## config.mk

```make
export PLATFORM = sky130hd
export DESIGN_NAME = gpio_irq_bank
export DESIGN_NICKNAME = d
export VERILOG_FILES = /design/src/rtl/gpio_bank_pkg.sv /design/src/rtl/gpio_sync.sv /design/src/rtl/gpio_blink_gen.sv /design/src/rtl/gpio_irq_core.sv /design/src/rtl/gpio_irq_bank.sv
export SDC_FILE = /design/constraint.sdc
export NUM_CORES = 1
export LEC_CHECK = 0
export ABC_AREA = 1
export BUFFER_PORTS_ARGS = -buffer_cell sky130_fd_sc_hd__buf_2
export CORE_UTILIZATION = 45
export CTS_CLUSTER_DIAMETER = 60
export DETAILED_ROUTE_END_ITERATION = 8
export RECOVER_POWER = 50
export SLEW_MARGIN = 25
export SYNTH_ARGS = -nofsm -noshare
export SYNTH_HDL_FRONTEND = slang
export SYNTH_SLANG_ARGS = --single-unit
```

## constraint.sdc

```tcl
create_clock -name clk -period 1.8 [get_ports clk]
set_input_delay 0.36 -clock clk [delete_from_list [all_inputs] [get_ports clk]]
set_output_delay 0.36 -clock clk [all_outputs]
set_load 0.02 [all_outputs]
```

## src/rtl/gpio_bank_pkg.sv

```systemverilog
package gpio_bank_pkg;
  // Register index is byte address [4:2]; order fixes the byte offsets.
  typedef enum logic [2:0] {
    SEL_OUT   = 3'd0,
    SEL_DIR   = 3'd1,
    SEL_BLINK = 3'd2,
    SEL_POL   = 3'd3,
    SEL_DIN   = 3'd4,
    SEL_CAUSE = 3'd5,
    SEL_EMASK = 3'd6,
    SEL_LMASK = 3'd7
  } reg_sel_e;

  localparam int ADDR_W = 5;

  localparam logic [ADDR_W-1:0] OFS_OUT   = 5'h00;
  localparam logic [ADDR_W-1:0] OFS_DIR   = 5'h04;
  localparam logic [ADDR_W-1:0] OFS_BLINK = 5'h08;
  localparam logic [ADDR_W-1:0] OFS_POL   = 5'h0C;
  localparam logic [ADDR_W-1:0] OFS_DIN   = 5'h10;
  localparam logic [ADDR_W-1:0] OFS_CAUSE = 5'h14;
  localparam logic [ADDR_W-1:0] OFS_EMASK = 5'h18;
  localparam logic [ADDR_W-1:0] OFS_LMASK = 5'h1C;
endpackage

```

## src/rtl/gpio_sync.sv

```systemverilog
module gpio_sync #(
  parameter int WIDTH  = 32,
  parameter int STAGES = 2
) (
  input  logic             clk,
  input  logic             rst,
  input  logic [WIDTH-1:0] d_async,
  output logic [WIDTH-1:0] q_sync
);
  logic [WIDTH-1:0] stage_q [STAGES];

  genvar s;
  generate
    for (s = 0; s < STAGES; s++) begin : g_stage
      if (s == 0) begin : g_first
        always_ff @(posedge clk) begin
          if (rst) stage_q[0] <= '0;
          else     stage_q[0] <= d_async;
        end
      end else begin : g_next
        always_ff @(posedge clk) begin
          if (rst) stage_q[s] <= '0;
          else     stage_q[s] <= stage_q[s-1];
        end
      end
    end
  endgenerate

  assign q_sync = stage_q[STAGES-1];
endmodule

```

## src/rtl/gpio_blink_gen.sv

```systemverilog
module gpio_blink_gen #(
  parameter int BLINK_DIV = 1024
) (
  input  logic clk,
  input  logic rst,
  output logic phase
);
  localparam int CNT_W = (BLINK_DIV > 1) ? $clog2(BLINK_DIV) : 1;
  localparam logic [CNT_W-1:0] LAST = CNT_W'(BLINK_DIV - 1);

  logic [CNT_W-1:0] cnt_q;

  always_ff @(posedge clk) begin
    if (rst) begin
      cnt_q <= '0;
      phase <= 1'b0;
    end else if (cnt_q == LAST) begin
      cnt_q <= '0;
      phase <= ~phase;
    end else begin
      cnt_q <= cnt_q + 1'b1;
    end
  end
endmodule

```

## src/rtl/gpio_irq_core.sv

```systemverilog
module gpio_irq_core #(
  parameter int NUM_LINES  = 32,
  parameter int GROUP_SIZE = 8,
  parameter int NUM_GROUPS = NUM_LINES / GROUP_SIZE
) (
  input  logic                  clk,
  input  logic                  rst,
  input  logic [NUM_LINES-1:0]  adj_in,
  input  logic                  cause_wr,
  input  logic [NUM_LINES-1:0]  cause_wdata,
  input  logic [NUM_LINES-1:0]  edge_en,
  input  logic [NUM_LINES-1:0]  level_en,
  output logic [NUM_LINES-1:0]  cause,
  output logic [NUM_LINES-1:0]  edge_pulse,
  output logic [NUM_GROUPS-1:0] irq_group
);
  logic [NUM_LINES-1:0] adj_prev_q;
  logic [NUM_LINES-1:0] line_irq;

  always_ff @(posedge clk) begin
    if (rst) adj_prev_q <= '0;
    else     adj_prev_q <= adj_in;
  end

  // One rising detector on the polarity-adjusted value covers both senses.
  assign edge_pulse = adj_in & ~adj_prev_q;

  // New edges are ORed in after the clearing write, so an edge wins.
  always_ff @(posedge clk) begin
    if (rst)           cause <= '0;
    else if (cause_wr) cause <= (cause & cause_wdata) | edge_pulse;
    else               cause <= cause | edge_pulse;
  end

  assign line_irq = (cause & edge_en) | (adj_in & level_en);

  genvar g;
  generate
    for (g = 0; g < NUM_GROUPS; g++) begin : g_group
      assign irq_group[g] = |line_irq[g*GROUP_SIZE +: GROUP_SIZE];
    end
  endgenerate
endmodule

```

## src/rtl/gpio_irq_bank.sv

```systemverilog
module gpio_irq_bank
  import gpio_bank_pkg::*;
#(
  parameter int NUM_LINES  = 32,
  parameter int GROUP_SIZE = 8,
  parameter int BLINK_DIV  = 1024,
  parameter int SYNC_STAGES = 2,
  localparam int NUM_GROUPS = NUM_LINES / GROUP_SIZE
) (
  input  logic                  clk,
  input  logic                  rst,
  input  logic                  bus_wr,
  input  logic                  bus_rd,
  input  logic [ADDR_W-1:0]     bus_addr,
  input  logic [NUM_LINES-1:0]  bus_wdata,
  output logic [NUM_LINES-1:0]  bus_rdata,
  input  logic [NUM_LINES-1:0]  pin_in,
  output logic [NUM_LINES-1:0]  pin_out,
  output logic [NUM_LINES-1:0]  pin_oe,
  output logic [NUM_GROUPS-1:0] irq_group
);
  logic [NUM_LINES-1:0] out_q, dir_q, blink_q, pol_q, emask_q, lmask_q;
  logic [NUM_LINES-1:0] pin_sync, adj_data, cause_q, edge_pulse;
  logic                 blink_phase;
  logic                 aligned;
  reg_sel_e             sel;
  logic                 wr_hit, rd_hit;

  assign aligned = (bus_addr[1:0] == 2'b00);
  assign sel     = reg_sel_e'(bus_addr[4:2]);
  assign wr_hit  = bus_wr && aligned;
  assign rd_hit  = bus_rd && aligned;

  always_ff @(posedge clk) begin
    if (rst) begin
      out_q   <= '0;
      dir_q   <= '1;
      blink_q <= '0;
      pol_q   <= '0;
      emask_q <= '0;
      lmask_q <= '0;
    end else if (wr_hit) begin
      case (sel)
        SEL_OUT:   out_q   <= bus_wdata;
        SEL_DIR:   dir_q   <= bus_wdata;
        SEL_BLINK: blink_q <= bus_wdata;
        SEL_POL:   pol_q   <= bus_wdata;
        SEL_EMASK: emask_q <= bus_wdata;
        SEL_LMASK: lmask_q <= bus_wdata;
        default: ;
      endcase
    end
  end

  gpio_sync #(.WIDTH(NUM_LINES), .STAGES(SYNC_STAGES)) u_sync (
    .clk     (clk),
    .rst     (rst),
    .d_async (pin_in),
    .q_sync  (pin_sync)
  );

  assign adj_data = pin_sync ^ pol_q;

  gpio_irq_core #(
    .NUM_LINES  (NUM_LINES),
    .GROUP_SIZE (GROUP_SIZE),
    .NUM_GROUPS (NUM_GROUPS)
  ) u_core (
    .clk         (clk),
    .rst         (rst),
    .adj_in      (adj_data),
    .cause_wr    (wr_hit && (sel == SEL_CAUSE)),
    .cause_wdata (bus_wdata),
    .edge_en     (emask_q),
    .level_en    (lmask_q),
    .cause       (cause_q),
    .edge_pulse  (edge_pulse),
    .irq_group   (irq_group)
  );

  gpio_blink_gen #(.BLINK_DIV(BLINK_DIV)) u_blink (
    .clk   (clk),
    .rst   (rst),
    .phase (blink_phase)
  );

  genvar i;
  generate
    for (i = 0; i < NUM_LINES; i++) begin : g_pin
      assign pin_out[i] = (blink_q[i] && !dir_q[i]) ? blink_phase : out_q[i];
    end
  endgenerate
  assign pin_oe = ~dir_q;

  always_ff @(posedge clk) begin
    if (rst) begin
      bus_rdata <= '0;
    end else if (rd_hit) begin
      case (sel)
        SEL_OUT:   bus_rdata <= out_q;
        SEL_DIR:   bus_rdata <= dir_q;
        SEL_BLINK: bus_rdata <= blink_q;
        SEL_POL:   bus_rdata <= pol_q;
        SEL_DIN:   bus_rdata <= adj_data;
        SEL_CAUSE: bus_rdata <= cause_q;
        SEL_EMASK: bus_rdata <= emask_q;
        SEL_LMASK: bus_rdata <= lmask_q;
        default:   bus_rdata <= '0;
      endcase
    end
  end
endmodule

```

# Word level (Yosys, flattened, before mapping)
# Memories as Yosys holds them, arrays and structs flattened.
# Index checks and enable logic that the tools add are counted.
[totals] register_bits=299 ramBits=64 in_bits=73 out_inout_bits=100 wordCells=153 memories=1
[memory_table] name="u_sync.stage_q" depth=2 word_bits=32 rd=2 rd_ports_with_merged_regs=0 wr=2 line_no="gpio_sync.sv:10" rtl="logic [WIDTH-1:0] stage_q [STAGES];"
[op_classes] add_sub_neg=1 n_eq_ne=8 mux=39 n_bitwise=13 reduce_logical=80
[ops] cell="case mux 32 bit (8 select lines)" count=1
[ops] cell="bitwise AND 32 bit" count=4
[ops] cell="2-to-1 mux 32 bit" count=3
[ops] cell="OR 32 bit" count=3
[ops] cell="inverter 32 bit" count=2
[ops] cell="logical AND 1 bit" count=35
[ops] cell="2-to-1 mux 1 bit" count=35
[ops] cell="logical NOT 1 bit" count=32
[ops] cell="OR reduction 8 bit" count=4
[ops] cell="XOR 32 bit" count=1
[ops] cell="== test 3 bit (second input constant)" count=4
[ops] cell="AND reduction 2 bit" count=6
[ops] cell="adder 10 x 1 -> 10 bit (second input constant)" count=1
[ops] cell="== test 10 bit (second input constant)" count=1
[ops] cell="== test 3 x 2 -> 1 bit (second input constant)" count=2
[ops] cell="== test 3 x 1 -> 1 bit (second input constant)" count=1
[ops] cell="logical NOT 3 bit" count=1
[ops] cell="logical NOT 2 bit" count=1
[ops] cell="OR 1 bit" count=2
[ops] cell="OR reduction 2 bit" count=1
[ops] cell="inverter 1 bit" count=1

# Logic depth before layout (Yosys ltp)
[depth] word_depth=4 ltp_mapped=11 ltp_nobuf=9

# Cells and area by module
# From an unflattened synthesis, not the netlist that was laid out.
[unflattened] hier_cells=2362 area_unflattened_um2=16263.1
[by_module_without_submodules] mod="gpio_irq_bank" n_inst=1 cells_each=1689 area_per_inst_um2=11039.3 seq_area_each_um2=4484.3
[by_module_without_submodules] mod="gpio_irq_core" n_inst=1 cells_each=407 area_per_inst_um2=2854.0 seq_area_each_um2=1281.2
[by_module_without_submodules] mod="gpio_sync" n_inst=1 cells_each=199 area_per_inst_um2=1840.5 seq_area_each_um2=1281.2
[by_module_without_submodules] mod="gpio_blink_gen" n_inst=1 cells_each=67 area_per_inst_um2=529.3 seq_area_each_um2=220.2

# Worst setup path after synthesis
# Ideal clock, no wire load.
[synth_path] path_kind="input port to flip-flop" startpoint="input bus_addr[2]" endpoint="register out_q[10]" setup_ns=0.116 arrival_time_ns=1.343 required_time_ns=1.684 slack_ns=0.341 stages=8 n_path_buf=2 path_cell_list="buf_2 > inv_4 > nand2_1 > nor2_2 > nand2_1 > clkbuf_1 > o21ai_0 > nor2_1"
[synth_via] elab_chain_len=2
[synth_lines] element="start: declaration" line_no="gpio_irq_bank.sv:14" rtl="input logic [ADDR_W-1:0] bus_addr,"
[synth_lines] element="logical NOT 3 bit" line_no="gpio_irq_bank.sv:43" rtl="case (sel)"
[synth_lines] element="AND reduction 2 bit (no source line)"
[synth_lines] element="end signal: assignment" line_no="gpio_irq_bank.sv:44" rtl="SEL_OUT: out_q <= bus_wdata;"
[synth_lines] element="end: declaration" line_no="gpio_irq_bank.sv:22" rtl="logic [NUM_LINES-1:0] out_q, dir_q, blink_q, pol_q, emask_q, lmask_q;"
# No other way between the ends.
# A chain may end at the register's enable or synchronous reset.

# Final worst setup path
[layout_path] startpoint="register emask_q[30]" endpoint="output irq_group[3]"
[layout_via] elab_chain_len=3
[layout_lines] element="start: declaration" line_no="gpio_irq_bank.sv:22"
[layout_lines] element="start signal: assignment" line_no="gpio_irq_bank.sv:48" rtl="SEL_EMASK: emask_q <= bus_wdata;"
[layout_lines] element="bitwise AND 32 bit" line_no="gpio_irq_core.sv:35" rtl="assign line_irq = (cause & edge_en) | (adj_in & level_en);"
[layout_lines] element="OR 32 bit" line_no="gpio_irq_core.sv:35"
[layout_lines] element="OR reduction 8 bit" line_no="gpio_irq_core.sv:40" rtl="assign irq_group[g] = |line_irq[g*GROUP_SIZE +: GROUP_SIZE];"
[layout_lines] element="end: declaration" line_no="gpio_irq_bank.sv:20" rtl="output logic [NUM_GROUPS-1:0] irq_group"
# No other way between the ends.

==> run metrics <==
run status complete, but fails checks; failing checks max-capacitance violations, max-slew violations, negative setup slack; number of flip-flops and latches in the synthesized netlist 363; class of the most critical setup path flop to output port; minimum period implied by the final worst setup slack 2.08 ns; clock transition time at the flip-flop clock pins of the worst setup and hold paths roughly 0.060 ns; area of the placeable core 33,700 um^2; antenna violations before repair 2; Post-Syn Nets 2,310; worst clock skew on the final layout 0.0180 ns; proportion of layout cells with a drive suffix above 1 21.7%; sort of element at the end of the critical path output port; number of global-route vias before repair roughly 14,000; type of element launching the critical path flop; average wire per cell in the routed design between 15 and 20 um; Initial Utilization 46.1%; Design Area, Final 19,800 um^2; share of the cycle needed by the critical path after routing 116%; DRC violation count after routing 0; y dimension of the die 188 um; CTS tree built; Final Hold Fails 0; count of endpoints failing setup in the final report 60; Total Power around 18,000 uW; antenna-violating nets left 0; worst hold slack after final layout 0.0362 ns; detailed placer's ending HPWL about 32,000 um; average instance area after synthesis between 6 and 7 um^2; number of buffers inserted by port buffering 172; DRT iter0 DRCs between 1,000 and 1,500; distinct cell type count of the synthesized netlist 27; aggregate global routing overflow 0; proportion of netlist area held by the largest area contributor between 40% and 50%; largest net degree at the start of global routing a little under 70; via/cell ratio 5.36; final weighted congestion in routability-driven placement 0.873; critical path data required time about 1.4 ns; Total Negative Setup Slacks -3.22 ns; Max Clk Rate 480 MHz; post-placement setup slack 0.0256 ns; Die Width 188 um; class of the most critical hold timing path input port to flop; number of optimization iterations in the first detailed-route pass 6; Filler Cells Inserted 3,154; main area contributors after synthesis sky130_fd_sc_hd__dfxtp_1, sky130_fd_sc_hd__nor2_1, sky130_fd_sc_hd__o21ai_0; max-slew violation total from the final report 23; part of the Yosys area used for sequential elements 46.8%; area of the mapped netlist 15,500 um^2; number of warnings issued by yosys 0; final layout net count roughly 2,500; boundary pin count roughly 170; Total Wirelength 50,500 um; power density relative to cell area 919 nW/um^2; IR drop worst, VDD between 0.7 and 0.8 mV; clock insertion delay at the later pin of the skew report 0.53 ns; area added between synthesis and finish 27.2%; maximum net fanout on the critical path 3; wire length of the first global-routing pass approximately 80,000 um; number of buffers created by CTS 41; Relative slew margins -1.30%; clock root buffer master sky130_fd_sc_hd__clkbuf_16; post-route setup slack -0.285 ns; CTS HTree Levels 2; Clock Sinks 363; pin slew with the least headroom to its limit 1.52 ns; buffer levels on the longest clock path 3; placed cell areas 17,100 um^2; full die area 35,300 um^2; total number of vias around 15,000; Worst EP arrival 1.72 ns; Pleak 0.00891 uW; cell type with the highest aggregate area in the netlist sky130_fd_sc_hd__dfxtp_1; FP Rows 67; RSZ-0062 raised after global routing yes; synthesized instance count 2,236; Tot GR Track Use 28.2%; Max Cap Viol 1; number of buffers inserted for hold repair after clock tree synthesis 0
==> repair_timing <==
action,CTS,global route
endpoints found under the hold margin,0,0
pin swaps,28,26
resized for setup,207,89
setup buffers,22,7
endpoints found under the setup margin,36,36
gates cloned,3,0
==> synth_stat cells (all sizes together) <==
cell type / count
xor2: 1
a21oi: 143
nor3: 3
clkbuf: 101
nor3b: 4
dfxtp: 363
inv: 287
nor2: 431
xnor2: 2
a211oi: 2
o21ai: 262
a22o: 3
nand3: 16
ha: 1
a31oi: 32
buf: 40
clkinv: 2
nand4: 167
nand2: 343
o22ai: 33
==> final timing paths <==
check / startpoint / endpoint / slack [ns] / cells after the start
setup / recovery: emask_q[30] / irq_group[3] / -0.28 / 5
hold / removal: pin_in[24] / u_sync.stage_q[0][24] / 0.04 / 3
setup reg to reg: u_blink.cnt_q[0] / u_blink.cnt_q[7] / 0.34 / 8
hold reg to reg: u_sync.stage_q[0][30] / u_sync.stage_q[1][30] / 0.39 / 2
==> final cells by class <==
type | count | area, um^2 | area share, %
Antenna cell | 2 | 5.00 | 0.0253
Clock buffer | 66 | 1260 | 6.38
Clock inverter | 5 | 78.8 | 0.399
Inverter | 289 | 1090 | 5.54
Multi-Input combinational cell | 1443 | 7310 | 37.0
Sequential cell | 363 | 7340 | 37.2
Tap cell | 448 | 561 | 2.84
Timing Repair Buffer | 268 | 2100 | 10.6
==> kinds of logic after synthesis <==
family / count (synthesis) / synth area share (%)
xor gates and xnor gates: 3 / 0.169
DFF: 363 / 46.8
adders and majority gates: 1 / 0.0806
buffers and inverters: 430 / 10.7
and+or+nand+nor: 964 / 26.3
AOI/OAI and AO/OA: 475 / 15.9
==> metal layers <==
layer  track usage (%)  vias to the layer above  part of all wire (%)
li1                  -                     7616                     -
met1              39.1                     7172                    45
met2              45.5                      585                    46
met3              3.97                       79                   7.3
met4              8.10                        0                   2.3
met5                 0                        -                     0
==> where the power goes <==
part           switching (uW)  total [uW]  internal [uW]
logic                     976        1440            464
clock network            3240        8290           5050
registers                 145        8430           8280
==> critical path, stage by stage (launching register included) <==
cell	delay [ns]
sky130_fd_sc_hd__dfxtp_1	0.33
sky130_fd_sc_hd__nand2_1	0.11
sky130_fd_sc_hd__nand4_1	0.21
sky130_fd_sc_hd__nor3b_2	0.26
sky130_fd_sc_hd__nand3_2	0.13
sky130_fd_sc_hd__buf_6	0.15
==> placed cells by master (no fill, tap or decap), types with 3 or more instances in the layout <==
cell	synthesis	final
sky130_fd_sc_hd__inv_2	8	40
sky130_fd_sc_hd__nand2_2	0	47
sky130_fd_sc_hd__clkbuf_16	0	41
sky130_fd_sc_hd__nor2_4	1	4
sky130_fd_sc_hd__nand3_2	0	3
sky130_fd_sc_hd__clkbuf_1	101	12
sky130_fd_sc_hd__a31oi_4	0	31
sky130_fd_sc_hd__a22o_1	3	3
sky130_fd_sc_hd__buf_6	0	39
sky130_fd_sc_hd__clkbuf_4	0	4
sky130_fd_sc_hd__dfxtp_2	0	53
sky130_fd_sc_hd__buf_12	0	20
sky130_fd_sc_hd__dfxtp_1	363	308
sky130_fd_sc_hd__nand3_1	16	13
sky130_fd_sc_hd__nor2_1	428	425
sky130_fd_sc_hd__a21oi_2	0	4
sky130_fd_sc_hd__buf_4	2	69
sky130_fd_sc_hd__o21ai_0	258	258
sky130_fd_sc_hd__o22ai_1	33	32
sky130_fd_sc_hd__clkbuf_8	0	15
sky130_fd_sc_hd__o21ai_1	4	3
sky130_fd_sc_hd__a21oi_1	143	139
sky130_fd_sc_hd__buf_2	27	133
sky130_fd_sc_hd__nand2_1	343	293
sky130_fd_sc_hd__nand2_4	0	3
sky130_fd_sc_hd__nand4_1	167	167
sky130_fd_sc_hd__inv_1	278	246
==> flip-flops by register name, summed over array words and instances (netlist names) <==
name and count:
u_sync.stage_q 64, out_q 32, u_core.cause 32, u_blink.cnt_q 10, u_blink.phase 1, dir_q 32
blink_q 32, bus_rdata 32, u_core.adj_prev_q 32, pol_q 32, lmask_q 32, emask_q 32
==> through the flow <==
stage          util [%]  instances
3_3_place_gp       50.9       2781
2_1_floorplan         -       2236
3_5_place_dp       50.9       2781
6_report           58.6       2884
5_1_grt            58.6       2883
4_1_cts            58.0       2877
Power figures use the tool's default switching activity.
